--- src/rtl/sym_cand_pkg.sv ---
package sym_cand_pkg;
  localparam int CAND_N = 4;  // candidates per symbol
  localparam int RANK_N = 3;  // weakest bits tracked
endpackage

--- src/rtl/sym_mag_unit.sv ---
module sym_mag_unit #(
  parameter int BITS_P = 6,
  parameter int LLR_W  = 6,
  localparam int MAG_W = LLR_W - 1
) (
  input  logic [BITS_P*LLR_W-1:0] llr_i,
  output logic [BITS_P*MAG_W-1:0] mag_o,
  output logic [BITS_P-1:0]       hard_o
);
  for (genvar p = 0; p < BITS_P; p++) begin : g_bit
    logic signed [LLR_W-1:0] v;
    logic        [LLR_W-1:0] neg;
    assign v   = llr_i[p*LLR_W +: LLR_W];
    assign neg = (~v) + LLR_W'(1);
    assign hard_o[p] = !(v > 0);
    always_comb begin
      if (!v[LLR_W-1])       mag_o[p*MAG_W +: MAG_W] = v[MAG_W-1:0];
      else if (neg[MAG_W])   mag_o[p*MAG_W +: MAG_W] = '1;  // most negative code
      else                   mag_o[p*MAG_W +: MAG_W] = neg[MAG_W-1:0];
    end
  end
endmodule

--- src/rtl/sym_rank3.sv ---
module sym_rank3
  import sym_cand_pkg::*;
#(
  parameter int BITS_P = 6,
  parameter int MAG_W  = 5,
  localparam int IDX_W = $clog2(BITS_P)
) (
  input  logic [BITS_P*MAG_W-1:0] mag_i,
  output logic [RANK_N*IDX_W-1:0] idx_o
);
  logic [IDX_W-1:0] rank [BITS_P];

  // rank = number of bits that beat this one (lower index wins ties)
  for (genvar i = 0; i < BITS_P; i++) begin : g_rank
    always_comb begin
      rank[i] = '0;
      for (int j = 0; j < BITS_P; j++) begin
        if (j != i) begin
          if ((mag_i[j*MAG_W +: MAG_W] < mag_i[i*MAG_W +: MAG_W]) ||
              ((mag_i[j*MAG_W +: MAG_W] == mag_i[i*MAG_W +: MAG_W]) && (j < i)))
            rank[i] = rank[i] + IDX_W'(1);
        end
      end
    end
  end

  always_comb begin
    idx_o = '0;
    for (int i = 0; i < BITS_P; i++)
      for (int r = 0; r < RANK_N; r++)
        if (rank[i] == IDX_W'(r)) idx_o[r*IDX_W +: IDX_W] = IDX_W'(i);
  end
endmodule

--- src/rtl/sym_cand_build.sv ---
module sym_cand_build
  import sym_cand_pkg::*;
#(
  parameter int BITS_P = 6,
  parameter int LLR_W  = 6,
  localparam int MAG_W  = LLR_W - 1,
  localparam int IDX_W  = $clog2(BITS_P),
  localparam int CAND_W = CAND_N*BITS_P + (CAND_N-1)*LLR_W
) (
  input  logic [BITS_P-1:0]       hard_i,
  input  logic [BITS_P*MAG_W-1:0] mag_i,
  input  logic [RANK_N*IDX_W-1:0] idx_i,
  output logic [CAND_W-1:0]       cand_o
);
  localparam int SYM_BASE = CAND_N*BITS_P;

  logic [IDX_W-1:0]  ix0, ix1, ix2;
  logic [MAG_W-1:0]  m0, m1, m2;
  logic [LLR_W:0]    sum_a;
  logic [LLR_W-1:0]  a_sat, b_ext;
  logic [BITS_P-1:0] f0, f1, f2;

  assign ix0 = idx_i[0*IDX_W +: IDX_W];
  assign ix1 = idx_i[1*IDX_W +: IDX_W];
  assign ix2 = idx_i[2*IDX_W +: IDX_W];
  assign m0  = mag_i[ix0*MAG_W +: MAG_W];
  assign m1  = mag_i[ix1*MAG_W +: MAG_W];
  assign m2  = mag_i[ix2*MAG_W +: MAG_W];
  assign f0  = BITS_P'(1) << ix0;
  assign f1  = BITS_P'(1) << ix1;
  assign f2  = BITS_P'(1) << ix2;

  assign sum_a = (LLR_W+1)'(m0) + (LLR_W+1)'(m1);
  assign a_sat = sum_a[LLR_W] ? '1 : sum_a[LLR_W-1:0];
  assign b_ext = LLR_W'(m2);

  always_comb begin
    cand_o = '0;
    cand_o[0*BITS_P +: BITS_P] = hard_i;
    cand_o[1*BITS_P +: BITS_P] = hard_i ^ f0;
    cand_o[2*BITS_P +: BITS_P] = hard_i ^ f1;
    cand_o[SYM_BASE + 0*LLR_W +: LLR_W] = LLR_W'(m0);
    cand_o[SYM_BASE + 1*LLR_W +: LLR_W] = LLR_W'(m1);
    if (a_sat <= b_ext) begin
      cand_o[3*BITS_P +: BITS_P]          = hard_i ^ f0 ^ f1;
      cand_o[SYM_BASE + 2*LLR_W +: LLR_W] = a_sat;
    end else begin
      cand_o[3*BITS_P +: BITS_P]          = hard_i ^ f2;
      cand_o[SYM_BASE + 2*LLR_W +: LLR_W] = b_ext;
    end
  end
endmodule

--- src/rtl/sym_cand_gen.sv ---
module sym_cand_gen
  import sym_cand_pkg::*;
#(
  parameter int BITS_P = 6,
  parameter int LLR_W  = 6,
  localparam int MAG_W  = LLR_W - 1,
  localparam int IDX_W  = $clog2(BITS_P),
  localparam int CAND_W = CAND_N*BITS_P + (CAND_N-1)*LLR_W,
  localparam int PRE_W  = BITS_P*MAG_W + RANK_N*IDX_W + BITS_P
) (
  input  logic                    clk_i,
  input  logic                    rst_ni,
  input  logic                    valid_i,
  input  logic [BITS_P*LLR_W-1:0] llr_i,
  output logic                    valid_o,
  output logic [CAND_W-1:0]       cand_o,
  output logic [PRE_W-1:0]        pre_o
);
  logic [BITS_P*MAG_W-1:0] mag_c, mag_q;
  logic [BITS_P-1:0]       hard_c, hard_q;
  logic [RANK_N*IDX_W-1:0] idx_c, idx_q;
  logic                    v_q;
  logic [CAND_W-1:0]       cand_c;

  sym_mag_unit #(.BITS_P(BITS_P), .LLR_W(LLR_W)) u_mag (
    .llr_i (llr_i), .mag_o (mag_c), .hard_o (hard_c));

  sym_rank3 #(.BITS_P(BITS_P), .MAG_W(MAG_W)) u_rank (
    .mag_i (mag_c), .idx_o (idx_c));

  // stage 1: magnitudes, hard symbol, weakest-bit indices
  always_ff @(posedge clk_i or negedge rst_ni) begin
    if (!rst_ni) begin
      v_q <= 1'b0; mag_q <= '0; hard_q <= '0; idx_q <= '0;
    end else begin
      v_q <= valid_i;
      if (valid_i) begin
        mag_q <= mag_c; hard_q <= hard_c; idx_q <= idx_c;
      end
    end
  end

  sym_cand_build #(.BITS_P(BITS_P), .LLR_W(LLR_W)) u_build (
    .hard_i (hard_q), .mag_i (mag_q), .idx_i (idx_q), .cand_o (cand_c));

  // stage 2: candidate list and pre-processed record
  always_ff @(posedge clk_i or negedge rst_ni) begin
    if (!rst_ni) begin
      valid_o <= 1'b0; cand_o <= '0; pre_o <= '0;
    end else begin
      valid_o <= v_q;
      if (v_q) begin
        cand_o <= cand_c;
        pre_o  <= {hard_q, idx_q, mag_q};
      end
    end
  end
endmodule

--- config.mk ---
export PLATFORM = sky130hd
export DESIGN_NAME = sym_cand_gen
export DESIGN_NICKNAME = d
export VERILOG_FILES = /design/src/rtl/sym_cand_pkg.sv /design/src/rtl/sym_mag_unit.sv /design/src/rtl/sym_rank3.sv /design/src/rtl/sym_cand_build.sv /design/src/rtl/sym_cand_gen.sv
export SDC_FILE = /design/constraint.sdc
export NUM_CORES = 1
export LEC_CHECK = 0
export ABC_AREA = 0
export BUFFER_PORTS_ARGS = -buffer_cell sky130_fd_sc_hd__buf_2
export CAP_MARGIN = 15
export CORE_MARGIN = 2
export CORE_UTILIZATION = 55
export DETAILED_ROUTE_END_ITERATION = 8
export PLACE_DENSITY_LB_ADDON = 0.3
export SLEW_MARGIN = 5
export SYNTH_ARGS = -nofsm -noshare
export SYNTH_HDL_FRONTEND = slang
export SYNTH_HIERARCHICAL = 1
export SYNTH_SLANG_ARGS = --single-unit
--- constraint.sdc ---
create_clock -name clk_i -period 3.5 [get_ports clk_i]
set_clock_uncertainty 0.05 [all_clocks]
set_input_delay 0.7 -clock clk_i [delete_from_list [all_inputs] [get_ports clk_i]]
set_output_delay 0.7 -clock clk_i [all_outputs]
set_load 0.02 [all_outputs]
==> results_dict.tcl <==
set metrics [dict create \
    ys_top_cells_by_area "dfrtp_1 (31%), ha_1 (13%), mux2_2 (11%), mux2_4 (4.1%), mux4_2 (3.1%)" \
    timing.final.crit_share 1.48 \
    ys_seq_elements 134 \
    final-setup-viol-count 21 \
    antenna_found_initial 0 \
    die_y_um 145 \
    max_slew_margin 0.178 \
    pwr-share-seq 0.164 \
    switching_share 0.430 \
    core_area_um2 19400 \
    ys_seq_area_frac 0.309 \
    grt_first_pass_wirelength_mm 54.1 \
    syn-instance-count 1047 \
    ir_drop_v 0.000845 \
    dieArea_um2 20900 \
    synth_top_family_by_area "multiplexers" \
    internal_power_mw 8.57 \
    leakage_nw 7.38 \
    cts_made_buffers 17 \
    synth_compound_area_frac 0.130 \
    fin_area_um2 15400 \
    clkTransAtPathRegs_ps 70 \
    synth_top_area_share 0.309 \
    cpLargestDelayFamily "compound AO/OA/AOI/OAI gates" \
    min_period_ps 5200 \
    synth-main-ff-cell "dfrtp_1" \
    worstPathArrival_ps 5470 \
    rr_startpoint "idx_q[3]" \
    clock_latency_ps 430 \
    synth.cell_area_um2 10900 \
    critPathCaptureType "flip-flop" \
    synth_mux_area_frac 0.210 \
    cts_sinks 134 \
    r2r-end "cand_o[22]" \
    io_buffers 126 \
    layout.nets 1604 \
    synthXorXnorAreaFrac 0.0417 \
    avgRoutedWirePerCell_um 20.8 \
    clock-root-buffer "clkbuf_16" \
    via_per_inst 5.97 \
    dr.pass1.iters 5 \
    final_common_cell "buf_4" \
    ys_warn_count 6 \
    synth_edf_count 0 \
    grtUsageTotal 0.335 \
    ff2ff_path_depth 17 \
    cp_max_fo 4 \
    rsz0062_at_grt "yes" \
    area_growth_pct 41.9 \
    cpPeakStageDelay_ps 470 \
    critPathLaunchType "input port" \
    setup_slack_ps -1700 \
    power_mw 15.0 \
    crit_type "input port to flip-flop" \
    rows 51 \
    ant_nets 0 \
    violations "negative setup slack" \
    grt_start_max_net_pins 87 \
    status "finished, violations left" \
    syn_avg_cell_area_um2 10.4 \
    cts_tree "built" \
    final-hold-violation-count 0 \
    fmax_mhz 192 \
    p_comb_frac 0.719 \
    cp.required_ps 3770 \
    cts.htree.levels 4 \
    worst-path-buf-inv 8 \
    worst_path_max_delay_cell "a2111o_1" \
    start_util 0.560 \
    reg2reg_setup_slack_ps -250 \
    first_iter_violations 696 \
    maxCapViolCount 0 \
    grt_pass1_vias 10500 \
    ctsHoldBuffers 0 \
    overflow 0 \
    final_max_slew_viol_count 0 \
    num_io_pins 127 \
    final_cell_mix "buf_4 (290), dfrtp_1 (131), buf_2 (120)" \
    worst_slew_pin_slew_ps 1220 \
    placed_area_um2 13600 \
    dp_hpwl_mm 24.6 \
    p_sw_mw 6.47 \
    fill_cells 1143 \
    gp_congestion 0.929 \
    die_w_um 145 \
    layout-drive-gt1-share 0.532 \
    async_flop_share 1.00 \
    path_common_cell "buf_4" \
    clockBufferDepth 2 \
    ys_types 88 \
    synth_top_area_cell "dfrtp_1" \
    min_path_type "input port to async pin" \
    via_count 10300 \
    drc 0 \
    power_frac_clock 0.117 \
    yosys.area_share.simple 0.123 \
    antenna_cells 0 \
    p_per_area_nw_per_um2 976 \
    wirelength_mm 35.9 \
    synth_adder_area_share 0.131 \
]
area by class of cell:
cell class,instances,area [µm²],share of cell area
Tap cell,265,332,0.0215
Clock buffer,17,425,0.0276
Inverter,76,298,0.0193
Clock inverter,15,151,0.00982
Timing Repair Buffer,432,3060,0.199
Sequential cell,134,3360,0.218
Multi-Input combinational cell,791,7790,0.505
stage by stage:
| step | TNS (ps) | setup slack (ps) | util | hold slack, ps | instances |
|---|---|---|---|---|---|
| after detailed placement | -22860 | -2220 | 0.701 | 439 | 1638 |
| after global placement | -20300 | -2020 | 0.701 | 434 | 1638 |
| after CTS | -15370 | -1550 | 0.777 | 275 | 1728 |
| after floorplan | -15310 | -1800 | - | 324 | 1049 |
| final | -16500 | -1700 | 0.795 | 262 | 1730 |
| after global routing | -18850 | -1810 | 0.795 | 314 | 1730 |
repair_timing:
action | 4_1_cts | 5_1_grt
hold endpoints to repair | 0 | 0
pin swaps | 69 | 48
setup buffers | 59 | 17
resized for setup | 106 | 67
endpoints found under the setup margin | 20 | 21
logic make-up (layout without fill, tap and decap cells):
kind of cell    Yosys count  in the layout
xor+xnor                 47             47
other cells               1              3
buf+inv                 124            540
mux                     181            181
flops                   134            134
simple gates            251            251
fa+ha+maj               113            113
compound gates          196            196
layer usage:
layer	global-route usage	routed length, µm
met4	0.175	1840
met3	0.0513	2170
met2	0.571	17900
met1	0.412	14000
met5	0	0
sequential cells by signal (all words and copies together), names as in the netlist:
| register | cells |
|---|---|
| pre_o | 45 |
| hard_q | 6 |
| valid_o | 1 |
| idx_q | 9 |
| mag_q | 30 |
| cand_o | 42 |
| v_q | 1 |
cell usage after synthesis (all sizes together) (5+ instances only):
| master | n |
|---|---|
| o21a | 15 |
| a21oi | 36 |
| nor2 | 46 |
| nor2b | 13 |
| nand3b | 5 |
| o211ai | 15 |
| inv | 76 |
| xnor2 | 29 |
| mux2i | 29 |
| nand2b | 9 |
| o21ai | 40 |
| mux2 | 137 |
| nor4 | 5 |
| or2b | 6 |
| clkbuf | 8 |
| or2 | 5 |
| ha | 112 |
| o31a | 6 |
| nand4 | 10 |
| or3 | 9 |
| o22ai | 5 |
| nor3b | 14 |
| o31ai | 5 |
| mux4 | 15 |
| and3 | 5 |
| o22a | 9 |
| nor3 | 27 |
| a211o | 5 |
| dfrtp | 134 |
| a211oi | 8 |
| a21o | 5 |
| nand3 | 24 |
| xor2 | 15 |
| nand2 | 63 |
| buf | 40 |
how the worst max path moves through the flow:
stage                          from        to  slack (ps)  cells past startpoint
after CTS                  llr_i[2]  idx_q[4]       -1550                     28
after detailed placement   llr_i[8]  idx_q[3]       -2220                     28
after floorplan           llr_i[26]  idx_q[0]       -1800                     26
after global placement     llr_i[1]  idx_q[0]       -2020                     26
after global routing      llr_i[31]  idx_q[7]       -1810                     28
final                     llr_i[31]  idx_q[7]       -1700                     28
power groups by stage:
stage                     clock [mW]  sequential (mW)  combinational (mW)
final                           1.76             2.46                10.8
after detailed placement           0             2.45                8.84
after global routing            1.85             2.51                11.5
after CTS                       1.78             2.43                9.81
after global placement             0             2.43                8.59
after floorplan                    0             2.69                5.64
No activity file was read; power rests on OpenSTA's default activity.
